[src/rtl/dly_mon_pkg.sv]
package dly_mon_pkg;

  // Number of packed vectors needed for a chain of `depth` stages.
  function automatic int seg_count(input int depth, input int seg_max);
    return (depth + seg_max - 1) / seg_max;
  endfunction

  // Width of vector `idx`: full vectors first, remainder last.
  function automatic int seg_width(input int depth, input int seg_max, input int idx);
    int n;
    n = seg_count(depth, seg_max);
    if (idx < n - 1) return seg_max;
    return depth - seg_max * (n - 1);
  endfunction

endpackage

[src/rtl/dly_seg.sv]
module dly_seg #(
  parameter int W = 64
) (
  input  logic clk,
  input  logic rst,
  input  logic clr_i,
  input  logic adv_i,
  input  logic cin_i,
  output logic top_o
);

  logic [W-1:0] q;

  if (W == 1) begin : g_single
    always_ff @(posedge clk) begin
      if (rst || clr_i) q <= '0;
      else              q <= cin_i & adv_i;
    end
  end else begin : g_multi
    always_ff @(posedge clk) begin
      if (rst || clr_i) q <= '0;
      else              q <= {q[W-2:0], cin_i} & {W{adv_i}};
    end

    AST_SEG_SHIFT: assert property (@(posedge clk) disable iff (rst)
      (!clr_i && adv_i) |=> (q[W-1:1] == $past(q[W-2:0])));
  end

  assign top_o = q[W-1];

  AST_SEG_CLEAR: assert property (@(posedge clk) disable iff (rst)
    clr_i |=> (q == '0));
  AST_SEG_KILL: assert property (@(posedge clk) disable iff (rst)
    (!clr_i && !adv_i) |=> (q == '0));
  AST_SEG_LOAD: assert property (@(posedge clk) disable iff (rst)
    (!clr_i && adv_i && cin_i) |=> q[0]);

endmodule

[src/rtl/dly_verdict.sv]
module dly_verdict (
  input  logic clk,
  input  logic rst,
  input  logic due_i,
  input  logic result_i,
  input  logic quiet_i,
  output logic pass_o,
  output logic fail_o
);

  always_comb begin
    pass_o = due_i &&  result_i && !quiet_i;
    fail_o = due_i && !result_i && !quiet_i;
  end

  AST_VERDICT_EXCL: assert property (@(posedge clk) disable iff (rst)
    !(pass_o && fail_o));
  AST_QUIET_WHEN_OFF: assert property (@(posedge clk) disable iff (rst)
    quiet_i |-> (!pass_o && !fail_o));

endmodule

[src/rtl/dly_chain_monitor.sv]
module dly_chain_monitor #(
  parameter int DELAY   = 130,
  parameter int SEG_MAX = 64,
  parameter bit STEP_EN = 1'b1
) (
  input  logic clk,
  input  logic rst,
  input  logic trig_i,
  input  logic result_i,
  input  logic step_ok_i,
  input  logic disable_i,
  output logic pass_o,
  output logic fail_o
);

  localparam int NSEG = dly_mon_pkg::seg_count(DELAY, SEG_MAX);

  logic            adv;
  logic [NSEG-1:0] seg_top;

  if (STEP_EN) begin : g_step
    assign adv = step_ok_i;
  end else begin : g_nostep
    assign adv = 1'b1;
  end

  for (genvar g = 0; g < NSEG; g++) begin : g_seg
    localparam int W = dly_mon_pkg::seg_width(DELAY, SEG_MAX, g);
    logic cin;
    logic top;
    if (g == 0) begin : g_head
      assign cin = trig_i;
    end else begin : g_link
      assign cin = seg_top[g-1];
    end
    dly_seg #(.W(W)) u_seg (
      .clk   (clk),
      .rst   (rst),
      .clr_i (disable_i),
      .adv_i (adv),
      .cin_i (cin),
      .top_o (top)
    );
    assign seg_top[g] = top;
  end

  dly_verdict u_verdict (
    .clk      (clk),
    .rst      (rst),
    .due_i    (seg_top[NSEG-1]),
    .result_i (result_i),
    .quiet_i  (disable_i),
    .pass_o   (pass_o),
    .fail_o   (fail_o)
  );

endmodule

[config.mk]
export PLATFORM = sky130hd
export DESIGN_NAME = dly_chain_monitor
export DESIGN_NICKNAME = d
export VERILOG_FILES = /design/src/rtl/dly_mon_pkg.sv /design/src/rtl/dly_seg.sv /design/src/rtl/dly_verdict.sv /design/src/rtl/dly_chain_monitor.sv
export SDC_FILE = /design/constraint.sdc
export NUM_CORES = 1
export LEC_CHECK = 0
export ABC_AREA = 1
export BUFFER_PORTS_ARGS = -buffer_cell sky130_fd_sc_hd__buf_4
export CAP_MARGIN = 5
export CORE_ASPECT_RATIO = 0.6
export CORE_MARGIN = 4
export CORE_UTILIZATION = 54
export DETAILED_ROUTE_END_ITERATION = 7
export PLACE_DENSITY = 0.73
export RECOVER_POWER = 100
export SLEW_MARGIN = 25
export SYNTH_ARGS = -nofsm -noshare
export SYNTH_HDL_FRONTEND = slang
export SYNTH_SLANG_ARGS = --single-unit
[constraint.sdc]
create_clock -name clk -period 0.8 [get_ports clk]
set_input_delay 0.04 -clock clk [delete_from_list [all_inputs] [get_ports clk]]
set_output_delay 0.04 -clock clk [all_outputs]
set_load 0.05 [all_outputs]
==> summary.md, run 1 <==
| Metric | Value |
|---|---|
| Status | finished with violations |
| Violated checks | negative setup slack |
| Cell variety after synth | 7 |
| Die X | 116 µm |
| Total Power | between 0.01 and 0.015 W |
| Vias per inst | 4.49 |
| Leakage | 1.59 nW |
| Post-synth EDFFs | 0 |
| RSZ-0062 raised after global routing | yes |
| Vias | 2,388 |
| Async set-reset flop share out of synthesis | 0% |
| Startpoint Class | flop |
| DIE AREA | roughly 8500 µm² |
| Top area cells in the synthesized netlist | dfxtp_1, nand2_1, nor2_1 |
| All-Layer GR Usage | 15.6% |
| DR pass1 iterations | 4 |
| Peak supply drop | roughly 1900 µV |
| Area Growth Syn to Fin | 17.9% |
| Inserted Diodes | 0 |
| Detailed Route WL | 5660 µm |
| DR iter-0 viols | 159 |
| Regs by FF count | g_seg.u_seg.q: 130 flops |
| PortBufs | 7 |
| Post-synthesis sequential area ratio | 68.3% |
| Clk pin slew, worst setup/hold paths | 0.05 ns |
| Worst Skew | 0.00666 ns |
| Most instantiated cells after synthesis | nand2_1, nor2_1, dfxtp_1, buf_2, buf_6 |
| Most common cell in the synthesized netlist | nand2_1 |
| Biggest register | g_seg.u_seg.q |
| Arr. time, crit path | around 1.1 ns |
| Critical R2R Launch | g_seg[1].u_seg.q[41] |
| Max-capacitance violation count | 0 |
| Mapped Avg Cell Area | approximately 9.0 µm² |
| CP required | 0.76 ns |
| Primary FF master, synth | dfxtp_1 |
| Largest net degree at the start of global routing | 49 |
| Worst-Skew Late Latency | 0.40 ns |
| Cts bufs inserted | 17 |
| Finish-stage setup viols | 2 |
| Initial antenna violation count | 0 |
| CTS tree | built |
| Setup Buffers After CTS | 0 |
| Congestion Overflow GR | 0 |
| Die Ht | 73.1 µm |
| Switching part of the total power | 19.3% |
| Worst-Margin Slew | approximately 0.19 ns |
| Final ANT Viol Nets | 0 |
| Fraction of layout cells with a size suffix above 1 | 10.6% |
| Pwr Density | 3080 nW/µm² |
| Cell taking the most area after synthesis | dfxtp_1 |
| Final period util | 139% |
| Hold/Removal Path Class | input pin to flop |
| Number of global-route vias before repair | 2,294 |
| Core box area | 6760 µm² |
| Fillers | 524 |
| Clock sinks | 130 |
| First-pass GRT wire length | 9880 µm |
| Power share of the clock group | 50.9% |
| Hold_sp | step_ok_i |
| Num rows | 23 |
| Synth warn | 0 |
| Max Root-Sink Buffers | 2 |
| Largest register FFs | 130 |
| Crit. End Element | output port |
| Reg area | 2600 µm² |
| Critical Path Source | g_seg[2].u_seg.q[1] |
| Routed wire length per instance | 10.6 µm |
| Slack of the critical path | -0.310 ns |
| Crit path kind | flop to output port |
| Internal Power | 0.0112 W |
| Mapped cell area | between 3000 and 4000 µm² |
| Initial core utilization | 56.3% |
| Final HPWL DP | 2960 µm |
| Net switching power | between 0.002 and 0.003 W |
| Sequential Power Share | 46.9% |
| Number of synthesized register bits | 130 |
| Remaining DRCs | 0 |
| Pre-CTS setup slack | 0.0525 ns |
| Crit-path max FO | 2 |
| Worst rel slew slack | 87.3% |
| Final Hold Vio Count | 0 |
| Gate power share | 2.2% |
| Max Slew Vio Count | 0 |
| Minimum clock period | around 1.1 ns |
| CTS H-tree depth | 4 |
| Root buffer cell | clkbuf_16 |
| Gpl congestion | 0.683 |
| Fmax | ~900 MHz |
| Syn nets | 431 |
| Final #Nets | 438 |
| I/O pin cnt | 8 |
| Share of the synthesized area in the top cell type | 68.3% |
| Multi-input logic area | 1020 µm² |
| Synth Instances | roughly 430 |
-- metrics by stage --
step | cell area (µm²) | instances | TNS, ns | util, % | hold slack (ns)
6_report | 4490 | 532 | -0.596 | 66.4 | 0.104
5_1_grt | 4490 | 532 | -0.683 | 66.4 | 0.0990
4_1_cts | 4490 | 532 | -0.618 | 66.4 | 0.0868
3_5_place_dp | 3910 | 499 | 0 | 57.8 | 0.288
3_3_place_gp | 3910 | 499 | 0 | 57.8 | 0.273
2_1_floorplan | 3820 | 425 | 0 | - | 0.139
-- worst max-delay path, cell delays in order, from the launching register on --
cell and delay [ns]:
dfxtp_2 0.34, nand2_2 0.07, nor2_4 0.10, buf_8 0.15
-- cell usage in the layout, fill, tap and decap left out --
| master | instances |
|---|---|
| clkbuf_16 | 17 |
| clkbuf_8 | 4 |
| buf_8 | 1 |
| dfxtp_1 | 129 |
| bufinv_16 | 1 |
| dfxtp_2 | 1 |
| nor2_1 | 130 |
| nand2_4 | 1 |
| buf_6 | 1 |
| dlygate4sd3_1 | 1 |
| nand2_2 | 2 |
| nand2_1 | 130 |
| inv_1 | 2 |
| clkbuf_4 | 1 |
| clkinv_2 | 4 |
| nor2_4 | 2 |
| buf_4 | 7 |
| clkbuf_1 | 6 |
| buf_12 | 5 |
-- path summary, 6_finish.rpt --
| kind | cells after the start | endpoint | slack, ns |
|---|---|---|---|
| max | 3 | pass_o | -0.31 |
| min | 4 | g_seg[1].u_seg.q[53] | 0.10 |
| max reg2reg | 2 | g_seg[1].u_seg.q[42] | 0.24 |
| min reg2reg | 2 | g_seg[0].u_seg.q[49] | 0.42 |
-- power groups by stage --
stage	sequential [W]	clock, W	combinational [W]
global placement	0.00662	0	0.000298
finish	0.00649	0.00703	0.000306
global route	0.00648	0.00747	0.000335
detailed placement	0.00662	0	0.000298
CTS	0.00648	0.00718	0.000306
floorplan	0.00662	0	0.000243
-- final cells by class --
cell class,count,area share [%]
clock buffers,27,11.2
flip-flops and latches,130,58.0
well taps,87,2.42
inverters,2,0.167
repair buffers,16,4.37
clock inverters,5,1.11
multi-input cells,265,22.8
-- metal layers --
metal | wire, µm | track usage [%]
met5 | 0 | 0
met4 | 123 | 10.6
met3 | 227 | 6.88
met2 | 2480 | 23.7
met1 | 2820 | 17.8
-- cells by family (layout without fill, tap and decap cells) --
kind of cell  count (synthesis)  count (layout)  share of synthesized area, %
buf+inv                      30              50                          5.58
flops                       130             130                          68.3
simple gates                265             265                          26.1
-- repair_timing --
item,in CTS,in global routing
setup endpoints to repair,2,2
resized for setup,5,1
hold buffers,1,0
endpoints found under the hold margin,1,0
pin swaps,1,0
No activity file was read; power rests on OpenSTA's default activity.
==> inputs of run 2 (changes only) <==
--- a/config.mk
+++ b/config.mk
@@ -5,14 +5,13 @@
 export SDC_FILE = /design/constraint.sdc
 export NUM_CORES = 1
 export LEC_CHECK = 0
-export ABC_AREA = 1
 export BUFFER_PORTS_ARGS = -buffer_cell sky130_fd_sc_hd__buf_4
 export CAP_MARGIN = 5
 export CORE_ASPECT_RATIO = 0.6
 export CORE_MARGIN = 4
-export CORE_UTILIZATION = 54
+export CORE_UTILIZATION = 55
 export DETAILED_ROUTE_END_ITERATION = 7
-export PLACE_DENSITY = 0.73
+export PLACE_DENSITY = 0.74
 export RECOVER_POWER = 100
 export SLEW_MARGIN = 25
 export SYNTH_ARGS = -nofsm -noshare
==> summary.md, run 2 <==
| Metric | Value |
|---|---|
| Fraction of layout cells with a size suffix above 1 | 56.7% (was 10.6%) |
| Syn nets | 310 (was 431) |
| Gpl congestion | 0.650 (was 0.683) |
| Biggest register | g_seg.u_seg.q (unchanged) |
| Vias | 2,299 (was 2,388) |
| Final period util | 140% (was 139%) |
| Setup TNS Final | -0.609 ns (was -0.596 ns) |
| Largest register FFs | 130 (unchanged) |
| Most instantiated cells after synthesis | dfxtp_1, and4bb_2, buf_2, clkbuf_1 (was nand2_1, nor2_1, dfxtp_1, buf_2, buf_6) |
| Initial core utilization | 56.6% (was 56.3%) |
| Worst-Margin Slew | 0.200 ns (was 0.191 ns) |
| Arr. time, crit path | 1.08 ns (was 1.07 ns) |
| Number of synthesized register bits | 130 (unchanged) |
| Final Hold Vio Count | 0 (unchanged) |
| Fmax | 891 MHz (was 901 MHz) |
| Internal Power | 0.0117 W (was 0.0112 W) |
| Congestion Overflow GR | 0 (unchanged) |
| Switching part of the total power | 19.0% (was 19.3%) |
| Leakage | 2.01 nW (was 1.59 nW) |
| Final Cell Area | 5270 µm² (was 4490 µm²) |
| Crit. End Element | output port (unchanged) |
| CP delay by family, top | flip-flops (unchanged) |
| Mapped Avg Cell Area | 14.6 µm² (was 8.96 µm²) |
| Top area cells in the synthesized netlist | dfxtp_1, and4bb_2, buf_2 (was dfxtp_1, nand2_1, nor2_1) |
| Pwr Density | 2740 nW/µm² (was 3080 nW/µm²) |
| Max-capacitance violation count | 0 (unchanged) |
| Max Slew Vio Count | 0 (unchanged) |
| Final HPWL DP | 3170 µm (was 2960 µm) |
| Num rows | 25 (was 23) |
| Number of global-route vias before repair | 2,438 (was 2,294) |
| Synth warn | 0 (unchanged) |
| First-pass GRT wire length | 11,600 µm (was 9880 µm) |
| PortBufs | 7 (unchanged) |
| Slack of the critical path | -0.323 ns (was -0.310 ns) |
| Sequential Power Share | 44.9% (was 46.9%) |
| Minimum clock period | 1.12 ns (was 1.11 ns) |
| Worst Skew | 0.0119 ns (was 0.00666 ns) |
| Gate power share | 3.6% (was 2.2%) |
| Pre-CTS setup slack | -0.0145 ns (was 0.0525 ns) |
| Root buffer cell | clkbuf_16 (unchanged) |
| Worst Hold Margin | 0.0832 ns (was 0.104 ns) |
| DR pass1 iterations | 4 (unchanged) |
| Highest-delay cell along the critical path | dfxtp_2 (unchanged) |
| R2r setup slk | 0.15 ns (was 0.24 ns) |
| Routed wire length per instance | 15.2 µm (was 10.6 µm) |
| All-Layer GR Usage | 15.7% (was 15.6%) |
| Core box area | 7850 µm² (was 6760 µm²) |
| Die Ht | 77.6 µm (was 73.1 µm) |
| Post-synthesis sequential area ratio | 58.6% (was 68.3%) |
| Hold/Removal Path Class | input pin to flop (unchanged) |
| Startpoint Class | flop (unchanged) |
| Area after DPL | 4670 µm² (was 3910 µm²) |
| Primary FF master, synth | dfxtp_1 (unchanged) |
| Crit path kind | flop to output port (unchanged) |
| Async set-reset flop share out of synthesis | 0% (unchanged) |
| DIE AREA | 9620 µm² (was 8510 µm²) |
| Synth Instances | 304 (was 425) |
| Initial antenna violation count | 0 (unchanged) |
| Worst Path Buf+Inv | 1 (unchanged) |
| CTS tree | built (unchanged) |
| Die X | 124 µm (was 116 µm) |
| Remaining DRCs | 0 (unchanged) |
| Setup Buffers After CTS | 0 (unchanged) |
| Crit-path max FO | 2 (unchanged) |
| Post-synth EDFFs | 0 (unchanged) |
| Worst rel slew slack | 86.5% (was 87.3%) |
| Final #Nets | 309 (was 438) |
| Largest net degree at the start of global routing | 61 (was 49) |
| RSZ-0062 raised after global routing | yes (unchanged) |
| Worst path cell trace | nor3b_4, buf_6 (was nand2_2, nor2_4, buf_8) |
| CP required | 0.76 ns (about the same) |
| Area Growth Syn to Fin | 18.6% (was 17.9%) |
| Delay of the slowest critical-path stage | 0.32 ns (was 0.34 ns) |
| Cell variety after synth | 9 (was 7) |
| DR iter-0 viols | 141 (was 159) |
| Mapped cell area | 4440 µm² (was 3810 µm²) |
| Finish-stage setup viols | 2 (unchanged) |
| Worst-Skew Late Latency | 0.41 ns (was 0.40 ns) |
| Max Root-Sink Buffers | 2 (unchanged) |
| Most common cell in the synthesized netlist | dfxtp_1 (was nand2_1) |
| Power share of the clock group | 51.5% (was 50.9%) |
| Cell taking the most area after synthesis | dfxtp_1 (unchanged) |
| Regs by FF count | g_seg.u_seg.q: 130 flops (unchanged) |
| Most frequent cells in the layout | dfxtp_1, and4bb_2, clkbuf_16 (was nand2_1, nor2_1, dfxtp_1) |
| Share of the synthesized area in the top cell type | 58.6% (was 68.3%) |
| Cts bufs inserted | 17 (unchanged) |
| Net switching power | 0.00275 W (was 0.00266 W) |
| Peak supply drop | 1830 µV (was 1880 µV) |
| DP Cell Count | 391 (was 499) |
| Clk pin slew, worst setup/hold paths | 0.05 ns (about the same) |
| Commonest non-fill, non-tap cell in the layout | dfxtp_1 |
| Inserted Diodes | 0 (unchanged) |
| Final ANT Viol Nets | 0 (unchanged) |
| Detailed Route WL | 6430 µm (was 5660 µm) |
| CTS H-tree depth | 4 (unchanged) |
| I/O pin cnt | 8 (unchanged) |
| Clock sinks | 130 (unchanged) |
| Post-route insts no fill | 422 (was 532) |
| Vias per inst | 5.45 (was 4.49) |
| Violated checks | negative setup slack (unchanged) |
| Status | finished with violations (unchanged) |
run 2: cell types whose count changed after synthesis, moves of 10 or more:
cell      previous run  this run
nand2_1            133         0
nor2_1             132         0
and4bb_2             0       128
buf_2               17        28
clkbuf_1             0        11
buf_6               10         0
run 2: logic make-up (layout without fill, tap and decap cells):
logic type | count (synthesis) | count (layout) | share of synthesized area (%)
buffers and inverters | 42 | 52 | 4.53
DFF | 130 | 130 | 58.6
and+or+nand+nor | 132 | 132 | 36.9
run 2: final cells by class:
| cell class | instances | area [µm²] |
|---|---|---|
| Clock buffer | 25 | 505 |
| Fill cell | 571 | 2580 |
| Timing Repair Buffer | 22 | 300 |
| Tap cell | 108 | 135 |
| Clock inverter | 5 | 75.1 |
| Multi-Input combinational cell | 132 | 1650 |
| Sequential cell | 130 | 2600 |
run 2: worst min-delay path, stage by stage:
cell      delay, ns
buf_4          0.18
buf_12         0.17
nor4bb_1       0.06
run 2: what timing repair did:
action	CTS	global route
gates resized for setup	3	0
setup endpoints to repair	2	2
hold buffers	1	0
pin swaps	1	0
endpoints found under the hold margin	1	0
run 2: power by group through the flow:
| stage | clock network [W] | registers (W) | logic, W |
|---|---|---|---|
| 3_5_place_dp | 0 | 0.00662 | 0.000520 |
| 3_3_place_gp | 0 | 0.00662 | 0.000507 |
| 5_1_grt | 0.00794 | 0.00648 | 0.000563 |
| 6_report | 0.00745 | 0.00649 | 0.000520 |
| 2_1_floorplan | 0 | 0.00662 | 0.000354 |
| 4_1_cts | 0.00764 | 0.00648 | 0.000525 |
run 2: path summary, 6_finish.rpt:
check | from | end | cells after the start
worst max-delay path | g_seg[2].u_seg.q[1] | fail_o | 2
worst min-delay path | rst | g_seg[2].u_seg.q[1] | 3
worst max register to register | g_seg[0].u_seg.q[29] | g_seg[0].u_seg.q[30] | 1
worst min register to register | g_seg[2].u_seg.q[0] | g_seg[2].u_seg.q[1] | 1
run 2: per-layer routing:
| layer | global-route usage [%] | vias up | wire [µm] |
|---|---|---|---|
| met1 | 18.9 | 1119 | 3190 |
| met5 | 0 | - | 0 |
| met2 | 23.1 | 17 | 2890 |
| met4 | 7.54 | 0 | 127 |
| li1 | - | 1149 | - |
| met3 | 8.23 | 14 | 232 |
run 2: per-stage QoR:
stage               util [%]  total power (W)
finish                  67.1           0.0145
global route            67.1           0.0150
CTS                     67.1           0.0146
global placement        59.5          0.00713
floorplan                  -          0.00697
detailed placement      59.5          0.00714
